File: config.mk
export PLATFORM = sky130hd
export DESIGN_NAME = frame_line_counter
export DESIGN_NICKNAME = d
export VERILOG_FILES = /design/src/rtl/frame_line_counter.sv
export SDC_FILE = /design/constraint.sdc
export NUM_CORES = 1
export LEC_CHECK = 0
export ABC_AREA = 1
export BUFFER_PORTS_ARGS = -buffer_cell sky130_fd_sc_hd__buf_2
export CORE_MARGIN = 2
export CORE_UTILIZATION = 53
export DETAILED_ROUTE_END_ITERATION = 8
export MAX_ROUTING_LAYER = met4
export PLACE_DENSITY = 0.87
export SETUP_SLACK_MARGIN = 0.2
export SYNTH_ARGS = -nofsm -noshare
export SYNTH_HDL_FRONTEND = slang
export SYNTH_SLANG_ARGS = --single-unit
File: constraint.sdc
create_clock -name clk -period 1.6 [get_ports clk]
set_input_delay 0.08 -clock clk [delete_from_list [all_inputs] [get_ports clk]]
set_output_delay 0.08 -clock clk [all_outputs]
set_load 0.005 [all_outputs]
File: src/rtl/frame_line_counter.sv
module frame_line_counter #(
  parameter int CNT_W = 10
) (
  input  logic             clk,
  input  logic             rst_n,
  input  logic             hsync,
  input  logic             vsync,
  input  logic             hdet,
  input  logic             vdet,
  input  logic             hover,
  input  logic             irq_mask,
  input  logic             irq_en,
  input  logic             vec_ack,
  output logic [CNT_W-1:0] line_count,
  output logic             count_valid,
  output logic             irq
);
  localparam logic [CNT_W-1:0] CNT_MAX = '1;

  logic             hs_q, vs_q, pend, seen;
  logic             hs_edge, vs_edge;
  logic [CNT_W-1:0] cnt, line_q;

  assign hs_edge = hsync & ~hs_q;
  assign vs_edge = vsync & ~vs_q;

  always_ff @(posedge clk) begin
    if (!rst_n) begin
      hs_q   <= 1'b0;
      vs_q   <= 1'b0;
      cnt    <= '0;
      line_q <= '0;
      pend   <= 1'b0;
      seen   <= 1'b0;
    end else begin
      hs_q <= hsync;
      vs_q <= vsync;
      if (vs_edge) begin
        line_q <= cnt;
        cnt    <= {{(CNT_W-1){1'b0}}, hs_edge};
        seen   <= 1'b1;
      end else if (hs_edge && cnt != CNT_MAX) begin
        cnt <= cnt + 1'b1;
      end
      if (vs_edge)      pend <= 1'b1;
      else if (vec_ack) pend <= 1'b0;
    end
  end

  assign line_count  = line_q;
  assign count_valid = seen & hdet & vdet & ~hover;
  assign irq         = pend & irq_en & ~irq_mask;
endmodule


### After elaboration in Yosys (flattened, before gate mapping)

Cells that the tools add are included.

* register bits: 24
* output and inout port bits: 12
* bits of input ports: 10
* logic and storage cells: 29

* equality and inequality tests: 1
* add/sub/neg operators: 1
* reduce and logical (&&, ||, !) cells: 4
* bitwise gates (word level): 12
* muxes and demuxes: 4

Operator list (count)
* $add A10 B1 Y10 const B: 1
* $ne A10 B10 Y1 const B: 1
* $and A1 B1 Y1: 7
* $not A1 Y1: 5
* $mux W1: 4
* $reduce_bool A2 Y1: 2
* $reduce_or A2 Y1: 1
* $logic_and A1 B1 Y1: 1

### Logic depth before layout (Yosys ltp)

Gate-level depths: netlist of the first run.

* depth in word-level cells: 5
* gate-level depth with buffers: 9
* gate-level depth less buffers: 8

### Least setup slack after synthesis of the first run

Ideal clock, no wire load.

* kind: register to register
* start: register cnt[1]
* end: register cnt[1]
* arrival time: 1.176 ns
* library setup time: 0.113 ns
* setup slack: 0.311 ns
* stages on the path, launching flop included: 9
* period minus slack after synthesis: 1.289 ns
* data required time: 1.487 ns
* cell sequence: dfxtp_1 ha_1 nand2_4 nor2_4 nand3_4 nand2_4 inv_2 nor2_1 nor2_1

* longest elaborated chain between the ends: 2
* elaborated cells on any way between the ends: 3

Ends and longest elaborated chain
* from (decl): RTL line 22 `logic [CNT_W-1:0] cnt, line_q;`
* from (signal assigned): RTL line 40 `cnt <= {{(CNT_W-1){1'b0}}, hs_edge};`
* from (signal assigned): RTL line 43 `cnt <= cnt + 1'b1;`
* branches (longest 2 deep; another with $add A10 B1 Y10)

Several ways; the timed one is not identified.
A chain may end at the register's enable or synchronous reset.

### Worst setup path after layout of the first run

* start: register cnt[0]
* end: register cnt[1]

Same word-level chain as after synthesis.

==> results.toml, run 1 <==
[route]
wl_met3_um = 99
final_antenna_net_count = 0
drc = 0
highest_layer = "met4"
met1Wirelength_mm = 1.09
vias_per_cell = 5.18
drt-initial-drc-count = 34
num_vias = 1056
met2WireLength_mm = 1.21
firstDrtPassIters = 4
routed_wl_mm = 2.45
routedWlPerCell_um = 12.0

[logic_synthesis]
seq_area_frac_synth_pct = 43.3
synth_edf_count = 0
postSynthAreaPerCell_um2 = 7.21
syn_area_mm2 = 0.00111
synthCells = 154
synth_ff_type = "dfxtp_1"
ys_types = 21
async_flop_share_pct = 0
ys_warn_count = 0
synthesis.nets = 165
ys_seq_elements = 24

[cts]
cts_max_path_buffers = 2
htreeDepth = 1
root_buffer = "clkbuf_4"
clk_latency_ns = 0.31
cts.sinks = 24
cts_tree = "built"
cts_inserted_buffers = 3
cts_setup_buffers = 0
clk_pin_slew_ns = 0.13

[placement]
gp_congestion = 0.926
numPortBuffers = 21
dp_hpwl_mm = 1.80
placed_area_mm2 = 0.00123

[sta]
drv_slew = 0
fin_crit_ns = 1.32
rsz0062_at_grt = "no"
skew_ns = 0.00558
timing.setup.tns_ns = 0
period_share_pct = 82.3
setup_viol = 0
tightest_slew_ns = 0.282
max_freq_mhz = 760
max_slew_margin_pct = 81.1
hold_viol = 0

[final_layout]
fill_cells = 181
final_area_mm2 = 0.00131
drive_gt1_share_pct = 23.7
final_cell_mix = "27 x nand2_1, 23 x nor2_1, 21 x dfxtp_1, 21 x buf_2, 16 x inv_1"
mostFrequentLayoutCell = "nand2_1"
antenna_cells = 0
area_growth_pct = 17.9
layout.nets = 189

[worst_setup_path]
max_stage_delay_ns = 0.39
path_cells = "ha_4 -> nand2_4 -> nor2_4 -> nand3_4 -> nand2_4 -> inv_2 -> nor2_1 -> nor2_1"
timing.rr.start = "cnt[0]$_SDFFE_PN0P_"
arrival_ns = 1.53
critPathBufInv = 1
critical_path.top_delay_family = "simple AND/OR/NAND/NOR gates"
r2r-end = "cnt[1]$_SDFFE_PP0P_"
cp-end-kind = "flop"
cp_max_fo = 9
rr_worst_depth = 8
critPathKind = "flop to flop"
cpMaxStageDelayCell = "dfxtp_2"
cp.required_ns = 1.81
start_kind = "flop"
r2r_setup_slack_ns = 0.28

[power]
ir_worst_vdd_v = 0.00109
p_int_uw = 813
powerDensity_mw_per_mm2 = 821
switching_share_pct = 24.3
power_frac_seq_pct = 59.7
p_clk_share_pct = 29.0
pwr-share-comb_pct = 11.3
p_switching_uw = 261
total_leakage_power_nw = 0.585
finalPower_mw = 1.07

[hold_path]
hp-start = "vec_ack"
holdPathEnd = "pend$_SDFFE_PN0P_"
holdPathStages = 4
hp-class = "input port to flop"

[grt]
grtUsageTotal_pct = 22.1
grt_pass1_vias = 1007
grt_first_pass_wirelength_mm = 4.15
antenna_found_initial = 0
grt_max_degree = 21
overflow = 0

[die]
start_util_pct = 56.6
rows = 16
fp.dieH_um = 49.8
design.die.area_mm2 = 0.00248
boundaryPins = 22
coreArea_mm2 = 0.00196
die_x_um = 49.8

[flow_run]
maxCapViolCount = 0

[run_status]
status = "complete, no violations"
-- power groups by stage --
stage               clock, mW  combinational (mW)  sequential (mW)
floorplan                   0              0.0705            0.651
global placement            0               0.108            0.650
detailed placement          0               0.113            0.651
CTS                     0.315               0.118            0.638
global route            0.332               0.138            0.644
finish                  0.311               0.122            0.641
-- logic make-up after synthesis --
kind of cell    synth area share (%)
simple gates                    30.8
compound gates                  12.2
buf+inv                         10.3
fa+ha+maj                       1.13
xor+xnor                        2.37
flops                           43.3
-- how the worst max path moves through the flow --
stage	end	cells past startpoint	startpoint	slack, ns
5_1_grt	cnt[4]$_SDFFE_PP0P_	7	cnt[0]$_SDFFE_PN0P_	0.19
4_1_cts	cnt[1]$_SDFFE_PP0P_	8	cnt[0]$_SDFFE_PN0P_	0.22
3_3_place_gp	cnt[1]$_SDFFE_PP0P_	8	cnt[1]$_SDFFE_PP0P_	0.23
6_report	cnt[1]$_SDFFE_PP0P_	8	cnt[0]$_SDFFE_PN0P_	0.28
3_5_place_dp	cnt[1]$_SDFFE_PP0P_	8	cnt[1]$_SDFFE_PP0P_	0.16
2_1_floorplan	cnt[1]$_SDFFE_PP0P_	8	cnt[1]$_SDFFE_PP0P_	0.31
-- registers in the layout (all words and copies together) (netlist names) --
| signal | count |
|---|---|
| cnt | 10 |
| line_count | 10 |
| hs_q | 1 |
| pend | 1 |
| seen | 1 |
| vs_q | 1 |
-- synthesized netlist by cell type, drive strengths merged, types with 2 or more instances --
cell type  number  area [um2]
a21oi          14        70.1
buf             3        20.0
clkbuf          2        7.51
clkinv          3        11.3
dfxtp          24         480
inv            20        75.1
nand2          30         130
nand3           8        52.6
nand4           6        37.5
nor2           27         121
o21ai          13        65.1
xor2            3        26.3
-- metrics by stage --
stage               worst slack [ns]  hold WS, ns  instances  utilization, %
floorplan                      0.311        0.173        154               -
global placement               0.232        0.275        198            62.6
detailed placement             0.156        0.284        198            62.6
CTS                            0.220      0.00683        204            65.7
global route                   0.195       0.0289        204            66.7
finish                         0.283       0.0117        204            66.7
-- worst min-delay path, stage by stage --
cell,delay (ns)
buf_2,0.08
inv_1,0.03
nand2_1,0.04
a21oi_1,0.05
-- area by class of cell --
type	count	area, um2	area share (%)
flip-flops and latches	24	487	37.2
inverters	23	86.3	6.60
well taps	27	33.8	2.58
repair buffers	24	133	10.1
multi-input cells	102	533	40.7
clock buffers	4	36.3	2.77
-- repair_timing --
item	CTS	global route
endpoints found under the setup margin	7	8
hold endpoints to repair	2	0
resized for setup	2	5
hold buffers	2	0
-- layer usage --
metal	vias up	GRT usage, %
met3	6	5.45
li1	534	-
met2	33	38.4
met1	483	25.4
met5	-	-
met4	0	5.09
Note: power is estimated with default switching activity, not from simulation.
==> run 2: changes to the inputs <==
--- a/config.mk
+++ b/config.mk
@@ -5,13 +5,13 @@
 export SDC_FILE = /design/constraint.sdc
 export NUM_CORES = 1
 export LEC_CHECK = 0
-export ABC_AREA = 1
+export ABC_AREA = 0
 export BUFFER_PORTS_ARGS = -buffer_cell sky130_fd_sc_hd__buf_2
 export CORE_MARGIN = 2
-export CORE_UTILIZATION = 53
+export CORE_UTILIZATION = 52
 export DETAILED_ROUTE_END_ITERATION = 8
 export MAX_ROUTING_LAYER = met4
-export PLACE_DENSITY = 0.87
+export PLACE_DENSITY = 0.86
 export SETUP_SLACK_MARGIN = 0.2
 export SYNTH_ARGS = -nofsm -noshare
 export SYNTH_HDL_FRONTEND = slang
==> constraint.sdc (replaced) <==
create_clock -name clk -period 1.3 [get_ports clk]
set_input_delay 0.065 -clock clk [delete_from_list [all_inputs] [get_ports clk]]
set_output_delay 0.065 -clock clk [all_outputs]
set_load 0.005 [all_outputs]
==> results.toml, run 2 <==
[logic_synthesis]
synth_edf_count = 0
ys_seq_elements = 24
yosysMostFrequentCell = "nand2_1"
synth_top_area_share_pct = 44.6
synthCells = 121
seq_area_frac_synth_pct = 44.6
synthTopCellsByCount = "28 x nand2_1, 24 x dfxtp_1, 12 x a21boi_0"
ys_warn_count = 0
synth_ff_type = "dfxtp_1"
synth_area_leader_cell = "dfxtp_1"
ys_top_cells_by_area = "dfxtp_1 45%, nand2_1 9.8%, a21boi_0 8.4%"
ys_types = 33
async_flop_share_pct = 0
syn_area_mm2 = 0.00108
postSynthAreaPerCell_um2 = 8.90
synthesis.nets = 132

[sta]
hold_viol = 0
fin_crit_ns = 1.32
timing.setup.tns_ns = -0.0171
max_freq_mhz = 759
tightest_slew_ns = 0.265
rsz0062_at_grt = "yes"
setup_viol = 1
drv_slew = 0
setup_slack_ns = -0.0171
period_share_pct = 101
skew_ns = 0.00121
max_slew_margin_pct = 82.1

[cts]
cts_max_path_buffers = 2
htreeDepth = 1
clk_latency_ns = 0.31
cts_tree = "built"
clk_pin_slew_ns = 0.13
cts.sinks = 24
cts_inserted_buffers = 3
root_buffer = "clkbuf_4"

[grt]
antenna_found_initial = 0
grt_max_degree = 19
met3_usage_pct = 3.33
grt_pass1_vias = 984
grt_first_pass_wirelength_mm = 4.20
overflow = 0
top_usage_layer = "met2"
grtUsageTotal_pct = 22.7
use_met2_pct = 41.0
grt_use_met1_pct = 25.4

[route]
num_vias = 1012
routedWlPerCell_um = 12.9
final_antenna_net_count = 0
drt-initial-drc-count = 15
vias_per_cell = 5.44
routed_wl_mm = 2.41
drc = 0
firstDrtPassIters = 4

[run_status]
violations = "setup timing"
status = "finished with violations"

[worst_setup_path]
cp.required_ns = 1.55
cp-end-kind = "flop"
arrival_ns = 1.57
critPathKind = "flop to flop"
start_kind = "flop"
cp_max_fo = 3

[die]
die_x_um = 49.5
start_util_pct = 54.9
boundaryPins = 22
rows = 16
fp.dieH_um = 49.5
coreArea_mm2 = 0.00196
design.die.area_mm2 = 0.00245

[final_layout]
fin_cells = 186
final_cell_mix = "28 x nand2_1, 21 x buf_2, 14 x buf_4, 11 x a21boi_0, 11 x dfxtp_1"
antenna_cells = 0
drive_gt1_share_pct = 41.5
layout.nets = 171
area_growth_pct = 34.4
mostFrequentLayoutCell = "nand2_1"
final_area_mm2 = 0.00145

[placement]
gp_congestion = 0.797
numPortBuffers = 21
dp.cells = 173
dp_hpwl_mm = 1.67
placed_area_mm2 = 0.00128

[power]
ir_worst_vdd_v = 0.000795
total_leakage_power_nw = 0.570
powerDensity_mw_per_mm2 = 870

[flow_run]
maxCapViolCount = 0

[hold_path]
hp-class = "input port to flop"
==> run 2: cell count changes after synthesis, sizes merged, moves of 4 or more <==
cell	before	now
nor2	27	5
inv	20	3
a21oi	14	1
a21boi	0	12
o21ai	13	2
and2	0	4
nand3	8	4
nand4	6	2
==> run 2: per-layer routing <==
metal / wire length, um / share of wire (%) / vias up
met4: 50 / 2.1 / 0
li1: - / - / 502
met5: 0 / 0 / -
met2: 1260 / 52 / 24
met1: 1020 / 42 / 480
met3: 77 / 3.2 / 6
==> run 2: timing repair <==
item	CTS	global route
pin swaps	4	3
endpoints found under the setup margin	16	17
hold buffers	2	0
resized for setup	7	22
buffers inserted	5	2
hold endpoints to repair	2	0
==> run 2: final timing paths <==
| kind | start | endpoint | slack [ns] | cells after the start |
|---|---|---|---|---|
| worst max-delay path | cnt[1]$_SDFFE_PP0P_ | cnt[6]$_SDFFE_PP0P_ | -0.02 | 5 |
| worst min-delay path | vec_ack | pend$_SDFFE_PN0P_ | 0.004 | 3 |
| worst max register to register | cnt[1]$_SDFFE_PP0P_ | cnt[6]$_SDFFE_PP0P_ | -0.02 | 5 |
| worst min register to register | line_count[8]$_SDFFE_PN0P_ | line_count[8]$_SDFFE_PN0P_ | 0.47 | 2 |
==> run 2: metrics by stage <==
stage / setup WS [ns] / hold slack, ns / power (mW) / util (%)
6_report: -0.0171 / 0.00391 / 1.26 / 73.8
5_1_grt: -0.0960 / 0.0299 / 1.32 / 73.8
2_1_floorplan: -0.00688 / 0.161 / 0.835 / -
3_5_place_dp: -0.0186 / 0.300 / 0.877 / 65.1
4_1_cts: -0.00240 / 0.0120 / 1.26 / 70.7
3_3_place_gp: 0.0291 / 0.294 / 0.870 / 65.1
==> run 2: cell type report <==
cell class | instances | area [um2]
multi-input cells | 89 | 599
flip-flops and latches | 24 | 514
fillers | 168 | 514
repair buffers | 39 | 253
clock buffers | 4 | 36.3
well taps | 27 | 33.8
inverters | 3 | 11.3
==> run 2: power by group <==
group / switching [mW] / internal (mW)
clock: 0.220 / 0.171
sequential: 0.0107 / 0.740
combinational: 0.0563 / 0.0616
==> run 2: cell families (layout without fill, tap and decap cells) <==
group	count (synthesis)	count (layout)	synth area share [%]
and+or+nand+nor	59	59	28.7
AOI/OAI and AO/OA	27	27	19.6
DFF	24	24	44.6
buffers and inverters	8	46	4.18
adders and majority gates	1	1	1.16
xor gates and xnor gates	1	1	0.813
muxes	1	1	0.929
==> run 2: critical path: stages, from the launching register on <==
cell and delay, ns:
dfxtp_4 0.39, ha_4 0.13, and3b_2 0.21, o211ai_4 0.08, or3_1 0.32, a21oi_2 0.12
